--- config.mk ---
export PLATFORM = sky130hd
export DESIGN_NAME = uart_fifo_irq
export DESIGN_NICKNAME = d
export VERILOG_FILES = /design/src/rtl/uirq_pkg.sv /design/src/rtl/uirq_rx_detect.sv /design/src/rtl/uirq_tx_detect.sv /design/src/rtl/uirq_status.sv /design/src/rtl/uart_fifo_irq.sv
export SDC_FILE = /design/constraint.sdc
export NUM_CORES = 1
export LEC_CHECK = 0
export ABC_AREA = 1
export CORE_AREA = 2 2 39 41
export DETAILED_ROUTE_END_ITERATION = 6
export DIE_AREA = 0 0 41 43
export DONT_BUFFER_PORTS = 1
export PLACE_DENSITY_LB_ADDON = 0.12
export SETUP_SLACK_MARGIN = 0.05
export SLEW_MARGIN = 5
export SYNTH_ARGS = -nofsm -noshare
export SYNTH_HDL_FRONTEND = slang
export SYNTH_SLANG_ARGS = --single-unit
--- constraint.sdc ---
create_clock -name clk -period 3.7 [get_ports clk]
set_input_delay 0.74 -clock clk [delete_from_list [all_inputs] [get_ports clk]]
set_output_delay 0.74 -clock clk [all_outputs]
set_load 0.01 [all_outputs]
--- src/rtl/uirq_pkg.sv ---
`timescale 1ns/1ps
package uirq_pkg;

  localparam int unsigned NUM_SRC = 2;

  typedef enum int unsigned {
    SRC_RX = 0,
    SRC_TX = 1
  } src_e;

  // Threshold in entries for a 2-bit code and a given FIFO depth.
  function automatic int unsigned trig_entries(int unsigned depth, logic [1:0] code);
    case (code)
      2'd0:    return depth / 4;
      2'd1:    return depth / 2;
      2'd2:    return (3 * depth) / 4;
      default: return (7 * depth) / 8;
    endcase
  endfunction

  // Next value of a sticky flag: a set event dominates any clear.
  function automatic logic next_flag(logic cur, logic set_ev, logic auto_clr, logic sw_clr);
    return set_ev | (cur & ~auto_clr & ~sw_clr);
  endfunction

endpackage

--- src/rtl/uirq_rx_detect.sv ---
`timescale 1ns/1ps
module uirq_rx_detect
  import uirq_pkg::*;
#(
  parameter int unsigned DEPTH = 16,
  localparam int unsigned LVL_W = $clog2(DEPTH + 1)
) (
  input  logic             clk,
  input  logic             rst_n,
  input  logic             fifo_en,
  input  logic [LVL_W-1:0] level,
  input  logic [1:0]       trig_sel,
  input  logic             push,
  input  logic             pop,
  output logic             set_ev,
  output logic             auto_clr
);

  logic [LVL_W-1:0] trig;
  logic             at_or_above;
  logic             above_q;

  assign trig        = LVL_W'(trig_entries(DEPTH, trig_sel));
  assign at_or_above = (level >= trig);

  always_ff @(posedge clk) begin
    if (!rst_n) above_q <= 1'b0;
    else        above_q <= at_or_above;
  end

  always_comb begin
    if (fifo_en) begin
      set_ev   = at_or_above & ~above_q;
      auto_clr = ~at_or_above;
    end else begin
      set_ev   = push;
      auto_clr = pop;
    end
  end


  rx_cross_chk: assert property (@(posedge clk) disable iff (!rst_n)
    (fifo_en && set_ev && $past(rst_n)) |-> ($past(level) < $past(trig)));

endmodule

--- src/rtl/uirq_tx_detect.sv ---
`timescale 1ns/1ps
module uirq_tx_detect
  import uirq_pkg::*;
#(
  parameter int unsigned DEPTH = 16,
  localparam int unsigned LVL_W = $clog2(DEPTH + 1)
) (
  input  logic             clk,
  input  logic             rst_n,
  input  logic             fifo_en,
  input  logic [LVL_W-1:0] level,
  input  logic [1:0]       trig_sel,
  input  logic             push,
  input  logic             pop,
  output logic             set_ev,
  output logic             auto_clr
);

  logic [LVL_W-1:0] trig;
  logic             at_or_below;
  logic             below_q;

  assign trig        = LVL_W'(trig_entries(DEPTH, trig_sel));
  assign at_or_below = (level <= trig);

  // History resets to "already low" so no crossing can appear before a fill.
  always_ff @(posedge clk) begin
    if (!rst_n) below_q <= 1'b1;
    else        below_q <= at_or_below;
  end

  always_comb begin
    if (fifo_en) begin
      set_ev   = at_or_below & ~below_q;
      auto_clr = ~at_or_below;
    end else begin
      set_ev   = pop;
      auto_clr = push;
    end
  end


  tx_cross_chk: assert property (@(posedge clk) disable iff (!rst_n)
    (fifo_en && set_ev && $past(rst_n)) |-> ($past(level) > $past(trig)));

endmodule

--- src/rtl/uirq_status.sv ---
`timescale 1ns/1ps
module uirq_status
  import uirq_pkg::*;
#(
  parameter int unsigned N = NUM_SRC
) (
  input  logic         clk,
  input  logic         rst_n,
  input  logic [N-1:0] set_ev,
  input  logic [N-1:0] auto_clr,
  input  logic         clr_we,
  input  logic [N-1:0] clr_wdata,
  input  logic         mask_we,
  input  logic [N-1:0] mask_wdata,
  output logic [N-1:0] raw_q,
  output logic [N-1:0] mask_q
);

  logic [N-1:0] sw_clr;
  assign sw_clr = clr_we ? clr_wdata : '0;

  always_ff @(posedge clk) begin
    if (!rst_n)       mask_q <= '0;
    else if (mask_we) mask_q <= mask_wdata;
  end

  for (genvar i = 0; i < N; i++) begin : g_flag
    always_ff @(posedge clk) begin
      if (!rst_n) raw_q[i] <= 1'b0;
      else        raw_q[i] <= next_flag(raw_q[i], set_ev[i], auto_clr[i], sw_clr[i]);
    end


    sw_clear_chk: assert property (@(posedge clk) disable iff (!rst_n)
      (sw_clr[i] && !set_ev[i]) |=> !raw_q[i]);


    set_wins_chk: assert property (@(posedge clk) disable iff (!rst_n)
      set_ev[i] |=> raw_q[i]);


    auto_clear_chk: assert property (@(posedge clk) disable iff (!rst_n)
      (auto_clr[i] && !set_ev[i]) |=> !raw_q[i]);


    hold_chk: assert property (@(posedge clk) disable iff (!rst_n)
      (!set_ev[i] && !auto_clr[i] && !sw_clr[i]) |=> (raw_q[i] == $past(raw_q[i])));
  end


  mask_load_chk: assert property (@(posedge clk) disable iff (!rst_n)
    mask_we |=> (mask_q == $past(mask_wdata)));

endmodule

--- src/rtl/uart_fifo_irq.sv ---
`timescale 1ns/1ps
module uart_fifo_irq
  import uirq_pkg::*;
#(
  parameter int unsigned DEPTH = 16,
  localparam int unsigned LVL_W = $clog2(DEPTH + 1)
) (
  input  logic             clk,
  input  logic             rst_n,
  input  logic             fifo_en,
  input  logic [LVL_W-1:0] rx_level,
  input  logic [LVL_W-1:0] tx_level,
  input  logic [1:0]       rx_trig_sel,
  input  logic [1:0]       tx_trig_sel,
  input  logic             rx_push,
  input  logic             rx_pop,
  input  logic             tx_push,
  input  logic             tx_pop,
  input  logic             mask_we,
  input  logic [1:0]       mask_wdata,
  input  logic             clr_we,
  input  logic [1:0]       clr_wdata,
  output logic [1:0]       raw_status,
  output logic [1:0]       masked_status,
  output logic             rx_irq,
  output logic             tx_irq,
  output logic             irq
);

  logic [NUM_SRC-1:0] set_ev;
  logic [NUM_SRC-1:0] auto_clr;
  logic [NUM_SRC-1:0] raw_q;
  logic [NUM_SRC-1:0] mask_q;

  uirq_rx_detect #(.DEPTH(DEPTH)) i_rx (
    .clk      (clk),
    .rst_n    (rst_n),
    .fifo_en  (fifo_en),
    .level    (rx_level),
    .trig_sel (rx_trig_sel),
    .push     (rx_push),
    .pop      (rx_pop),
    .set_ev   (set_ev[SRC_RX]),
    .auto_clr (auto_clr[SRC_RX])
  );

  uirq_tx_detect #(.DEPTH(DEPTH)) i_tx (
    .clk      (clk),
    .rst_n    (rst_n),
    .fifo_en  (fifo_en),
    .level    (tx_level),
    .trig_sel (tx_trig_sel),
    .push     (tx_push),
    .pop      (tx_pop),
    .set_ev   (set_ev[SRC_TX]),
    .auto_clr (auto_clr[SRC_TX])
  );

  uirq_status #(.N(NUM_SRC)) i_stat (
    .clk        (clk),
    .rst_n      (rst_n),
    .set_ev     (set_ev),
    .auto_clr   (auto_clr),
    .clr_we     (clr_we),
    .clr_wdata  (clr_wdata),
    .mask_we    (mask_we),
    .mask_wdata (mask_wdata),
    .raw_q      (raw_q),
    .mask_q     (mask_q)
  );

  assign raw_status    = raw_q;
  assign masked_status = raw_q & mask_q;
  assign rx_irq        = masked_status[SRC_RX];
  assign tx_irq        = masked_status[SRC_TX];
  assign irq           = |masked_status;


  tx_quiet_chk: assert property (@(posedge clk) disable iff (!rst_n)
    ($past(rst_n) == 1'b0) |-> (raw_status == 2'b00));

endmodule

# Yosys cells after proc, flatten, opt, wreduce, memory -nomap -nowiden
# Index checks and enable logic that the tools add are counted.
[totals]
reg_bits = 6
latchBits = 0
mem_bits_rw = 0
mem_bits_ro = 0
inputBits = 27
n_memories = 0
[classes]
add_sub_neg = 0
n_mul = 0
n_div = 0
magnitude_cmp = 2
n_eq_ne = 4
n_shift = 0
muxes = 7
bitwise = 17
reduce_logical = 3
[ops]
columns = ["operator", "count"]
rows = [
  ["one-hot mux 4 bit (3 select lines)", 2],
  ["NOT 1 bit", 8],
  ["AND 1 bit", 6],
  ["greater-or-equal comparator 5 x 4 -> 1 bit", 1],
  ["less-or-equal comparator 5 x 4 -> 1 bit", 1],
  ["== test 2 x 1 -> 1 bit, second input constant", 2],
  ["== test 2 bit, second input constant", 2],
  ["logical NOT 2 bit", 2],
  ["2-to-1 mux 1 bit", 4],
  ["AND 2 bit", 1],
  ["2-to-1 mux 2 bit", 1],
  ["bitwise OR 1 bit", 2],
  ["OR reduction 2 bit", 1],
]

# Longest topological paths before layout
# Gate-level depths: netlist of the first run.
[logic_depth]
depth_word = 9
mapped_depth = 13

# Cells and area by module
# Synthesis of the first run repeated with hierarchy kept, for this count alone.
[unflattened]
hier_cells = 94
hier_area_um2 = 556.8
[modules_own_cells]
columns = ["module", "n_inst", "cells_each", "area_each_um2", "seq_area_each_um2"]
rows = [
  ["uirq_rx_detect", 1, 34, 182.7, 20.0],
  ["uirq_tx_detect", 1, 31, 172.7, 20.0],
  ["uirq_status", 1, 22, 167.7, 80.1],
  ["uart_fifo_irq", 1, 7, 33.8, 0.0],
]

# Worst setup path before layout of the first run
# No wires, ideal clock.
[synth_timing]
kind = "in2reg"
startpoint = "input rx_trig_sel[0]"
endpoint = "register i_stat.raw_q[0]"
arrival_time_ns = 1.561
t_required_ns = 3.586
setup_slack_ns = 2.025
stages = 11
n_path_buf = 0
cell_sequence = "nand2_1 -> inv_1 -> ha_1 -> inv_1 -> o21ai_0 -> nand2_1 -> nand2_1 -> nand2_1 -> o21ai_0 -> a21oi_1 -> nor2_1"
[synth_between]
elab_chain_len = 9
elab_cells_between_ends = 13
[synth_rtl]
columns = ["item", "line", "rtl"]
rows = [
  ["start, declared", "uart_fifo_irq.sv:13", "input logic [1:0] rx_trig_sel,"],
  ["== test 2 bit (tied with other cells)", "uirq_pkg.sv:13", "case (code)"],
  ["one-hot mux 4 bit (3 select lines) *", "uirq_pkg.sv:13", ""],
  ["greater-or-equal comparator 5 x 4 -> 1 bit *", "uirq_rx_detect.sv:24", "assign at_or_above = (level >= trig);"],
  ["NOT 1 bit", "uirq_rx_detect.sv:34", "auto_clr = ~at_or_above;"],
  ["2-to-1 mux 1 bit", "uirq_rx_detect.sv:32", "if (fifo_en) begin"],
  ["NOT 1 bit", "uirq_pkg.sv:23", "return set_ev | (cur & ~auto_clr & ~sw_clr);"],
  ["AND 1 bit (2 in series)", "uirq_pkg.sv:23", ""],
  ["bitwise OR 1 bit *", "uirq_pkg.sv:23", ""],
  ["end signal, assigned by index", "uirq_status.sv:30", "else raw_q[i] <= next_flag(raw_q[i], set_ev[i], auto_clr[i], sw_clr[i]);"],
  ["end, declared", "uirq_status.sv:15", "output logic [N-1:0] raw_q,"],
]
# Every way passes the cells marked *; elsewhere a longest branch is shown, timed or not.
# A chain may end at the register's enable or synchronous reset.

# Worst setup path after layout of the first run
[layout_timing]
startpoint = "register i_stat.raw_q[0]"
endpoint = "output masked_status[0]"
[layout_between]
elab_chain_len = 1
[layout_rtl]
columns = ["item", "line", "rtl"]
rows = [
  ["AND 2 bit", "uart_fifo_irq.sv:73", "assign masked_status = raw_q & mask_q;"],
  ["end, declared", "uart_fifo_irq.sv:24", "output logic [1:0] masked_status,"],
]
# Every way passes these cells.

==> results of run 1 <==
cell families after synthesis:
family	Yosys count	share of synthesized area
fa+ha+maj	6	0.150
buf+inv	20	0.165
simple gates	41	0.338
compound gates	9	0.107
flops	6	0.240
state kept, by name, indices dropped and copies added, names as in the netlist:
signal         count
i_rx.above_q       1
i_stat.mask_q      2
i_tx.below_q       1
i_stat.raw_q       2
worst max-delay path: cells and delay by family, from the launching register on:
family	cells	cell delay (ns)
buffers and inverters	1	0.16
flip-flops	1	0.39
AND/OR/NAND/NOR	1	0.09
synthesized netlist by cell type:
| cell | count |
|---|---|
| nand2_1 | 24 |
| o21ai_0 | 4 |
| or2_2 | 1 |
| dfxtp_1 | 6 |
| nand3_1 | 2 |
| a21oi_2 | 1 |
| buf_4 | 2 |
| ha_1 | 6 |
| nor2_1 | 11 |
| nor2_2 | 1 |
| nand3b_1 | 2 |
| a21oi_1 | 2 |
| a21boi_0 | 2 |
| inv_1 | 18 |
how the worst max path moves through the flow:
stage                                          start                          to  cells past startpoint
after floorplan                       rx_trig_sel[0]  i_stat.raw_q[0]$_SDFF_PN0_                     11
after global placement                rx_trig_sel[0]  i_stat.raw_q[0]$_SDFF_PN0_                     11
after detailed placement              rx_trig_sel[0]  i_stat.raw_q[0]$_SDFF_PN0_                     11
after CTS                 i_stat.raw_q[0]$_SDFF_PN0_            masked_status[0]                      2
after global routing      i_stat.raw_q[0]$_SDFF_PN0_                      rx_irq                      2
final                     i_stat.raw_q[0]$_SDFF_PN0_            masked_status[0]                      2
area by class of cell:
type,instances,area (um^2),share of cell area
Inverter,18,67.6,0.128
Multi-Input combinational cell,56,298,0.564
Sequential cell,6,120,0.227
Clock buffer,3,22.5,0.0427
Tap cell,16,20.0,0.0379
power groups by stage:
stage                      clock, W  sequential (W)  combinational, W
after floorplan                   0       0.0000739         0.0000298
after global placement            0       0.0000748         0.0000332
after detailed placement          0       0.0000747         0.0000337
after CTS                 0.0000616       0.0000736         0.0000339
after global routing      0.0000690       0.0000738         0.0000401
final                     0.0000583       0.0000734         0.0000329
placed cells by master, fill, tap and decap left out:
cell      netlist  routed
a21boi_0        2       2
a21oi_1         2       2
a21oi_2         1       1
clkbuf_4        0       3
dfxtp_1         6       6
ha_1            6       6
inv_1          18      18
nand2_1        24      24
nand3_1         2       2
nand3b_1        2       2
nor2_1         11      11
nor2_2          1       1
o21ai_0         4       4
or2_2           1       1
metal layers:
layer  share of wire  routed length [um]  vias to the layer above
li1                -                   -                      248
met1            0.40                 360                      190
met2            0.49                 447                       18
met3            0.11                  99                        0
met4               0                   0                        0
met5               0                   0                        -
per-stage QoR:
stage / cells / hold WS [ns] / instance area (um^2)
CTS: 99 / 0.523 / 528
finish: 99 / 0.511 / 528
global placement: 96 / 0.506 / 505
global route: 99 / 0.559 / 528
detailed placement: 96 / 0.512 / 505
floorplan: 82 / 0.463 / 500
==> flow_metrics.env, run 1 <==
export IMPL_status="completed"
export IMPL_pwr_share_clk=0.354
export IMPL_grt_max_degree=8
export IMPL_routed_wl_um=907
export IMPL_synth_area_leaders="dfxtp_1 (24%), nand2_1 (18%), ha_1 (15%)"
export IMPL_seq_area_frac_synth=0.240
export IMPL_endpoint_kind="output port"
export IMPL_setup_viol=0
export IMPL_r2r_setup_slack_ns=2.83
export IMPL_grt_overflow_total=0
export IMPL_fin_ws_ns=2.08
export IMPL_pin_count=34
export IMPL_cp_start_kind="flip-flop"
export IMPL_grt_use_total=0.135
export IMPL_synth_top_area_share=0.240
export IMPL_core_um2=1380
export IMPL_crit_chain="nand2_1, inv_1"
export IMPL_drive_gt1_frac=0.0723
export IMPL_tritoncts="built"
export IMPL_pre_cts_slack_ns=1.92
export IMPL_p_comb_frac=0.200
export IMPL_clock_root_buffer="clkbuf_4"
export IMPL_nFillCells=161
export IMPL_slowest_delay_ns=0.39
export IMPL_regToRegStartpoint="i_stat.raw_q[1]$_SDFF_PN0_"
export IMPL_yosys_register_bits=6
export IMPL_use_met1=0.143
export IMPL_tns_ns=0
export IMPL_synth_distinct_cells=14
export IMPL_fmax_mhz=617
export IMPL_syn2layout_area_growth_pct=5.50
export IMPL_io_buffer_count=0
export IMPL_crit_fanout=3
export IMPL_crit_type="flip-flop to output port"
export IMPL_grt_antenna_before_repair=0
export IMPL_die_area_um2=1760
export IMPL_worstMarginPinSlew_ns=0.184
export IMPL_syn_area_per_cell_um2=6.10
export IMPL_clockBufferDepth=2
export IMPL_grt_pass1_wl_um=1550
export IMPL_rows=14
export IMPL_switching_power_w=0.0000437
export IMPL_cts_htree_levels=1
export IMPL_hold_class="flip-flop to flip-flop"
export IMPL_slew_viol_final=0
export IMPL_first_pass_iters=2
export IMPL_cts_resized=0
export IMPL_cp_required_ns=2.96
export IMPL_path_clk_slew_ns=0.04
export IMPL_nets=118
export IMPL_busiest_layer="met2"
export IMPL_via_per_inst=4.61
export IMPL_vias=456
export IMPL_antenna_left=0
export IMPL_timing_max_cap_violations=0
export IMPL_power_w=0.000165
export IMPL_ir_drop_uv=183
export IMPL_cp_arrival_ns=0.88
export IMPL_slew_headroom=0.876
export IMPL_cts_sinks=6
export IMPL_cts_hold_buffers=0
export IMPL_drt_iter0_drc=3
export IMPL_grt_met3_usage=0.105
export IMPL_syn_cell_area_um2=500
export IMPL_hold_viol_final=0
export IMPL_mappedNetlistNets=115
export IMPL_holdPathEnd="i_stat.mask_q[0]$_SDFFE_PN0P_"
export IMPL_rsz0062_at_grt="false"
export IMPL_crit_path_top_delay_cell="dfxtp_1"
export IMPL_dp_hpwl_um=823
export IMPL_min_period_over_period=0.438
export IMPL_switching_share=0.265
export IMPL_final_util=0.382
export IMPL_grt_pass1_vias=439
export IMPL_pwr_density_cell_nw_per_um2=312
export IMPL_worstRegToRegCells=3
export IMPL_clkLatencyLatePin_ns=0.24
export IMPL_n_antenna_cell=0
export IMPL_postCtsSetupBuffers=0
export IMPL_wl_per_cell_um=9.16
export IMPL_drc=0
export IMPL_use_met2=0.209
export IMPL_gp_congestion=0.690
export IMPL_die_h_um=43
export IMPL_yosysTopAreaCell="dfxtp_1"
export IMPL_power_frac_seq=0.446
export IMPL_start_util=0.362
export IMPL_cts_buffers=3
export IMPL_p_leak_nw=0.333
export IMPL_ys_warnings_count=0
export IMPL_whs_path_depth=2
export IMPL_internal_power_w=0.000121
export IMPL_min_period_ns=1.62
export IMPL_fin_skew_ns=0.00247
export IMPL_die_w_um=41
export IMPL_hp_start="i_stat.mask_q[0]$_SDFFE_PN0P_"
export IMPL_syn_inst=82
export IMPL_worstReg2RegEnd="i_stat.raw_q[1]$_SDFF_PN0_"
Power figures use the tool's default switching activity.
==> inputs of run 2 (changes only) <==
--- a/config.mk
+++ b/config.mk
@@ -5,7 +5,7 @@
 export SDC_FILE = /design/constraint.sdc
 export NUM_CORES = 1
 export LEC_CHECK = 0
-export ABC_AREA = 1
+export ABC_AREA = 0
 export CORE_AREA = 2 2 39 41
 export DETAILED_ROUTE_END_ITERATION = 6
 export DIE_AREA = 0 0 41 43
==> constraint.sdc (replaced) <==
create_clock -name clk -period 1.5 [get_ports clk]
set_input_delay 0.3 -clock clk [delete_from_list [all_inputs] [get_ports clk]]
set_output_delay 0.3 -clock clk [all_outputs]
set_load 0.01 [all_outputs]
==> flow_metrics.env, run 2 <==
export IMPL_hold_class="input port to flip-flop"
export IMPL_synthXorXnorAreaFrac=0
export IMPL_grt_max_degree=7
export IMPL_die_h_um=43
export IMPL_start_util=0.320
export IMPL_holdPathEnd="i_tx.below_q$_SDFF_PN1_"
export IMPL_synthAdderAreaFrac=0.169
export IMPL_crit_type="flip-flop to output port"
export IMPL_cts_sinks=6
export IMPL_placed_cells=64
export IMPL_grt_use_total=0.102
export IMPL_seq_area_frac_synth=0.271
export IMPL_mappedNetlistNets=83
export IMPL_power_frac_seq=0.456
export IMPL_p_leak_nw=0.218
export IMPL_syn_area_per_cell_um2=8.86
export IMPL_crit_fanout=3
export IMPL_cp_required_ns=1.20
export IMPL_n_antenna_cell=0
export IMPL_p_comb_frac=0.166
export IMPL_crit_path_top_delay_cell="dfxtp_2"
export IMPL_crit_chain="and2_4, or2_2"
export IMPL_path_clk_slew_ns=0.04
export IMPL_core_um2=1380
export IMPL_vias=358
export IMPL_clockBufferDepth=2
export IMPL_synth_edf_count=0
export IMPL_cts_resized=3
export IMPL_synth_compound_gate_area_share=0.201
export IMPL_hp_start="rst_n"
export IMPL_pin_count=34
export IMPL_postCtsSetupBuffers=0
export IMPL_timing_max_cap_violations=0
export IMPL_wl_per_cell_um=12.9
export IMPL_ir_drop_uv=207
export IMPL_internal_power_w=0.000300
export IMPL_syn_inst=50
export IMPL_pre_cts_slack_ns=0.116
export IMPL_pwr_density_cell_nw_per_um2=838
export IMPL_yosys_mux_area_fraction=0.0452
export IMPL_switching_share=0.247
export IMPL_synth_top_area_share=0.271
export IMPL_fmax_mhz=718
export IMPL_status="completed"
export IMPL_slew_viol_final=0
export IMPL_routed_wl_um=863
export IMPL_first_pass_iters=1
export IMPL_regToRegStartpoint="i_stat.raw_q[1]$_SDFF_PN0_"
export IMPL_drc=0
export IMPL_gp_congestion=0.503
export IMPL_clkLatencyLatePin_ns=0.25
export IMPL_ys_warnings_count=0
export IMPL_fin_cells=67
export IMPL_whs_path_depth=1
export IMPL_synth_area_leaders="dfxtp_1 (27%), ha_1 (17%), nor2b_1 (7.1%)"
export IMPL_switching_power_w=0.0000984
export IMPL_min_period_over_period=0.929
export IMPL_yosys_register_bits=6
export IMPL_tritoncts="built"
export IMPL_r2r_setup_slack_ns=0.38
export IMPL_yosysTopAreaCell="dfxtp_1"
export IMPL_antenna_left=0
export IMPL_grt_pass1_wl_um=1120
export IMPL_syn_cell_area_um2=443
export IMPL_clock_root_buffer="clkbuf_4"
export IMPL_setup_viol=0
export IMPL_via_per_inst=5.34
export IMPL_io_buffer_count=0
export IMPL_final_common_cell="ha_1"
export IMPL_die_w_um=41
export IMPL_synth_top_family_by_area="simple AND/OR/NAND/NOR gates"
export IMPL_rsz0062_at_grt="false"
export IMPL_hold_viol_final=0
export IMPL_die_area_um2=1760
export IMPL_min_period_ns=1.39
export IMPL_cp_arrival_ns=1.09
export IMPL_final_cell_mix="ha_1 (6), nor2b_1 (5), dfxtp_1 (5)"
export IMPL_top_regs="i_stat.mask_q (2), i_stat.raw_q (2)"
export IMPL_slew_headroom=0.826
export IMPL_synth_top_flop_cell="dfxtp_1"
export IMPL_ys_top_cells_by_count="dfxtp_1 (6), ha_1 (6), nor2b_1 (5)"
export IMPL_slowest_delay_ns=0.34
export IMPL_endpoint_kind="output port"
export IMPL_fin_skew_ns=0.00131
export IMPL_grt_overflow_total=0
export IMPL_cts_buffers=3
export IMPL_tns_ns=0
export IMPL_drt_iter0_drc=0
export IMPL_synthSimpleGateAreaFrac=0.263
export IMPL_nets=86
export IMPL_fin_ws_ns=0.106
export IMPL_worstRegToRegCells=4
export IMPL_pwr_share_clk=0.378
export IMPL_rows=14
export IMPL_synth_async_sr_flop_share=0
export IMPL_worstPathBufferInverterCount=0
export IMPL_cts_htree_levels=1
export IMPL_grt_pass1_vias=359
export IMPL_cp_start_kind="flip-flop"
export IMPL_grt_antenna_before_repair=0
export IMPL_syn2layout_area_growth_pct=7.34
export IMPL_cts_hold_buffers=0
export IMPL_synth_distinct_cells=23
export IMPL_dp_hpwl_um=757
export IMPL_worstMarginPinSlew_ns=0.259
export IMPL_drive_gt1_frac=0.157
export IMPL_worstReg2RegEnd="i_stat.raw_q[1]$_SDFF_PN0_"
export IMPL_path_delay_family="simple AND/OR/NAND/NOR gates"
run 2: cell count changes in the layout (fill, tap and decap cells not counted), sizes merged, moves of 2 or more:
cell,previous run,this run
and2,0,4
inv,18,2
mux2i,0,2
nand2,24,0
nand3,2,0
nor2,12,4
nor2b,0,5
run 2: per-layer routing:
metal / wire (um) / global-route usage / vias to the layer above
li1: - / - / 178
met4: 34 / 0.147 / 0
met3: 102 / 0.0209 / 4
met5: 0 / 0 / -
met1: 281 / 0.0639 / 150
met2: 445 / 0.175 / 26
run 2: logic make-up after synthesis:
family | count (synthesis)
AO/OA/AOI/OAI | 13
AND/OR/NAND/NOR | 19
flip-flops | 6
adder cells (fa/ha/maj) | 6
buffers and inverters | 4
multiplexers | 2
run 2: how the worst max path moves through the flow:
stage / from / to / slack (ns) / cells after the start
5_1_grt: i_stat.raw_q[1]$_SDFF_PN0_ / irq / 0.05 / 2
6_report: i_stat.raw_q[0]$_SDFF_PN0_ / irq / 0.11 / 2
2_1_floorplan: tx_trig_sel[0] / i_stat.raw_q[1]$_SDFF_PN0_ / 0.18 / 6
3_5_place_dp: tx_trig_sel[0] / i_stat.raw_q[1]$_SDFF_PN0_ / 0.12 / 6
4_1_cts: i_stat.raw_q[0]$_SDFF_PN0_ / irq / 0.07 / 2
3_3_place_gp: tx_trig_sel[0] / i_stat.raw_q[1]$_SDFF_PN0_ / 0.13 / 6
run 2: metrics by stage:
stage	total power (W)	utilization	instance area (um^2)	hold slack [ns]
global placement	0.000247	0.324	448	0.386
detailed placement	0.000250	0.324	448	0.386
floorplan	0.000241	-	443	0.376
finish	0.000399	0.344	475	0.131
global route	0.000427	0.344	475	0.133
CTS	0.000407	0.343	474	0.123
run 2: power groups by stage:
stage           logic, W  clock network, W  registers [W]
5_1_grt        0.0000765          0.000166       0.000184
6_report       0.0000662          0.000151       0.000182
3_3_place_gp   0.0000630                 0       0.000184
4_1_cts        0.0000679          0.000158       0.000182
2_1_floorplan  0.0000588                 0       0.000182
3_5_place_dp   0.0000664                 0       0.000184
run 2: cell type report:
cell class                      instances  area, um^2
Fill cell                             149         908
Multi-Input combinational cell         40         304
Sequential cell                         6         121
Clock buffer                            3        22.5
Tap cell                               16        20.0
Inverter                                2        7.51
run 2: worst register-to-register path, delay by kind of cell, from the launching register on:
kind | cells | cell delay, ns
flops | 1 | 0.39
simple gates | 1 | 0.15
compound gates | 3 | 0.51
==> inputs of run 3 (changes only) <==
--- a/config.mk
+++ b/config.mk
@@ -7,6 +7,7 @@
 export LEC_CHECK = 0
 export ABC_AREA = 0
 export CORE_AREA = 2 2 39 41
+export CTS_CLUSTER_DIAMETER = 40
 export DETAILED_ROUTE_END_ITERATION = 6
 export DIE_AREA = 0 0 41 43
 export DONT_BUFFER_PORTS = 1
==> constraint.sdc (replaced) <==
create_clock -name clk -period 1.55 [get_ports clk]
set_input_delay 0.31 -clock clk [delete_from_list [all_inputs] [get_ports clk]]
set_output_delay 0.31 -clock clk [all_outputs]
set_load 0.01 [all_outputs]
==> flow_metrics.env, run 3 (synthesis gave the netlist of run 2 again) <==
export IMPL_n_antenna_cell=0
export IMPL_top_regs="i_stat.mask_q (2), i_stat.raw_q (2)"
export IMPL_crit_fanout=3
export IMPL_cp_start_kind="flip-flop"
export IMPL_pwr_density_cell_nw_per_um2=812
export IMPL_rows=14
export IMPL_grt_pass1_wl_um=1120
export IMPL_grt_pass1_vias=359
export IMPL_hold_class="input port to flip-flop"
export IMPL_setup_viol=0
export IMPL_routed_wl_um=863
export IMPL_ir_drop_uv=201
export IMPL_endpoint_kind="output port"
export IMPL_cts_htree_levels=1
export IMPL_crit_type="flip-flop to output port"
export IMPL_core_um2=1380
export IMPL_dp_hpwl_um=757
export IMPL_start_util=0.320
export IMPL_syn2layout_area_growth_pct=7.06
export IMPL_fin_ws_ns=0.122
export IMPL_hold_viol_final=0
export IMPL_cts_hold_buffers=0
export IMPL_nFillCells=149
export IMPL_rsz0062_at_grt="false"
export IMPL_p_leak_nw=0.217
export IMPL_drc=0
export IMPL_final_util=0.343
export IMPL_clock_root_buffer="clkbuf_4"
export IMPL_die_area_um2=1760
export IMPL_nets=86
export IMPL_antenna_left=0
export IMPL_tritoncts="built"
export IMPL_fmax_mhz=700
export IMPL_cp_arrival_ns=1.12
export IMPL_worstMarginPinSlew_ns=0.259
export IMPL_clockBufferDepth=2
export IMPL_placed_cells=64
export IMPL_via_per_inst=5.34
export IMPL_drt_iter0_drc=0
export IMPL_grt_max_degree=7
export IMPL_whs_ns=0.141
export IMPL_die_w_um=41
export IMPL_slew_viol_final=0
export IMPL_gp_congestion=0.503
export IMPL_grt_use_total=0.102
export IMPL_min_period_over_period=0.921
export IMPL_timing_max_cap_violations=0
export IMPL_cts_buffers=3
export IMPL_io_buffer_count=0
export IMPL_pin_count=34
export IMPL_pre_cts_slack_ns=0.156
export IMPL_min_period_ns=1.43
export IMPL_grt_overflow_total=0
export IMPL_die_h_um=43
export IMPL_clkLatencyLatePin_ns=0.25
export IMPL_wl_per_cell_um=12.9
export IMPL_tns_ns=0
export IMPL_cts_sinks=6
export IMPL_fin_cells=67
export IMPL_vias=358
export IMPL_final_cell_mix="ha_1 (6), dfxtp_1 (6), nor2b_1 (5)"
export IMPL_first_pass_iters=1
export IMPL_status="completed"
export IMPL_fin_skew_ns=0.00131
export IMPL_path_clk_slew_ns=0.04
export IMPL_grt_antenna_before_repair=0
export IMPL_slew_headroom=0.826
export IMPL_drive_gt1_frac=0.137
export IMPL_cp_required_ns=1.24
## run 3: changes by cell type in the layout (fill, tap and decap cells not counted)
cell / delta
dfxtp_1: +1
dfxtp_2: -1
## run 3: path summary, 6_finish.rpt
path | startpoint | to | slack, ns | cells past startpoint
worst min-delay path | rst_n | i_tx.below_q$_SDFF_PN1_ | 0.14 | 1
worst min register to register | i_stat.mask_q[0]$_SDFFE_PN0P_ | i_stat.mask_q[0]$_SDFFE_PN0P_ | 0.52 | 2
worst max-delay path | i_stat.raw_q[0]$_SDFF_PN0_ | irq | 0.12 | 2
worst max register to register | i_stat.raw_q[1]$_SDFF_PN0_ | i_stat.raw_q[1]$_SDFF_PN0_ | 0.43 | 4
## run 3: final cells by class
type	count	area (um^2)	area share
Sequential cell	6	120	0.253
Multi-Input combinational cell	40	304	0.641
Tap cell	16	20.0	0.0422
Clock buffer	3	22.5	0.0475
Inverter	2	7.51	0.0158
## run 3: critical path: stages, from the launching register on
cell     delay [ns]
dfxtp_1        0.35
and2_4         0.20
or2_2          0.32
## run 3: what timing repair did
| item | CTS | global route |
|---|---|---|
| hold endpoints to repair | 0 | 0 |
| endpoints found under the setup margin | 1 | 1 |
| setup buffers | 0 | 0 |
| gates resized for setup | 2 | 1 |
## run 3: per-stage QoR
step	power [W]	cell area, um^2
5_1_grt	0.000412	474
6_report	0.000385	474
2_1_floorplan	0.000233	443
3_5_place_dp	0.000242	448
4_1_cts	0.000393	473
3_3_place_gp	0.000239	448
## run 3: power breakdown
part / switching (W) / internal (W)
logic: 0.0000288 / 0.0000353
clock network: 0.0000582 / 0.0000877
registers: 0.00000825 / 0.000167
total: 0.0000952 / 0.000290
## run 3: per-layer routing
layer  GRT usage  vias up  wire, um
met1      0.0639      150       281
met2       0.175       26       445
met4       0.147        0        34
li1            -      178         -
met5           0        -         0
met3      0.0209        4       102
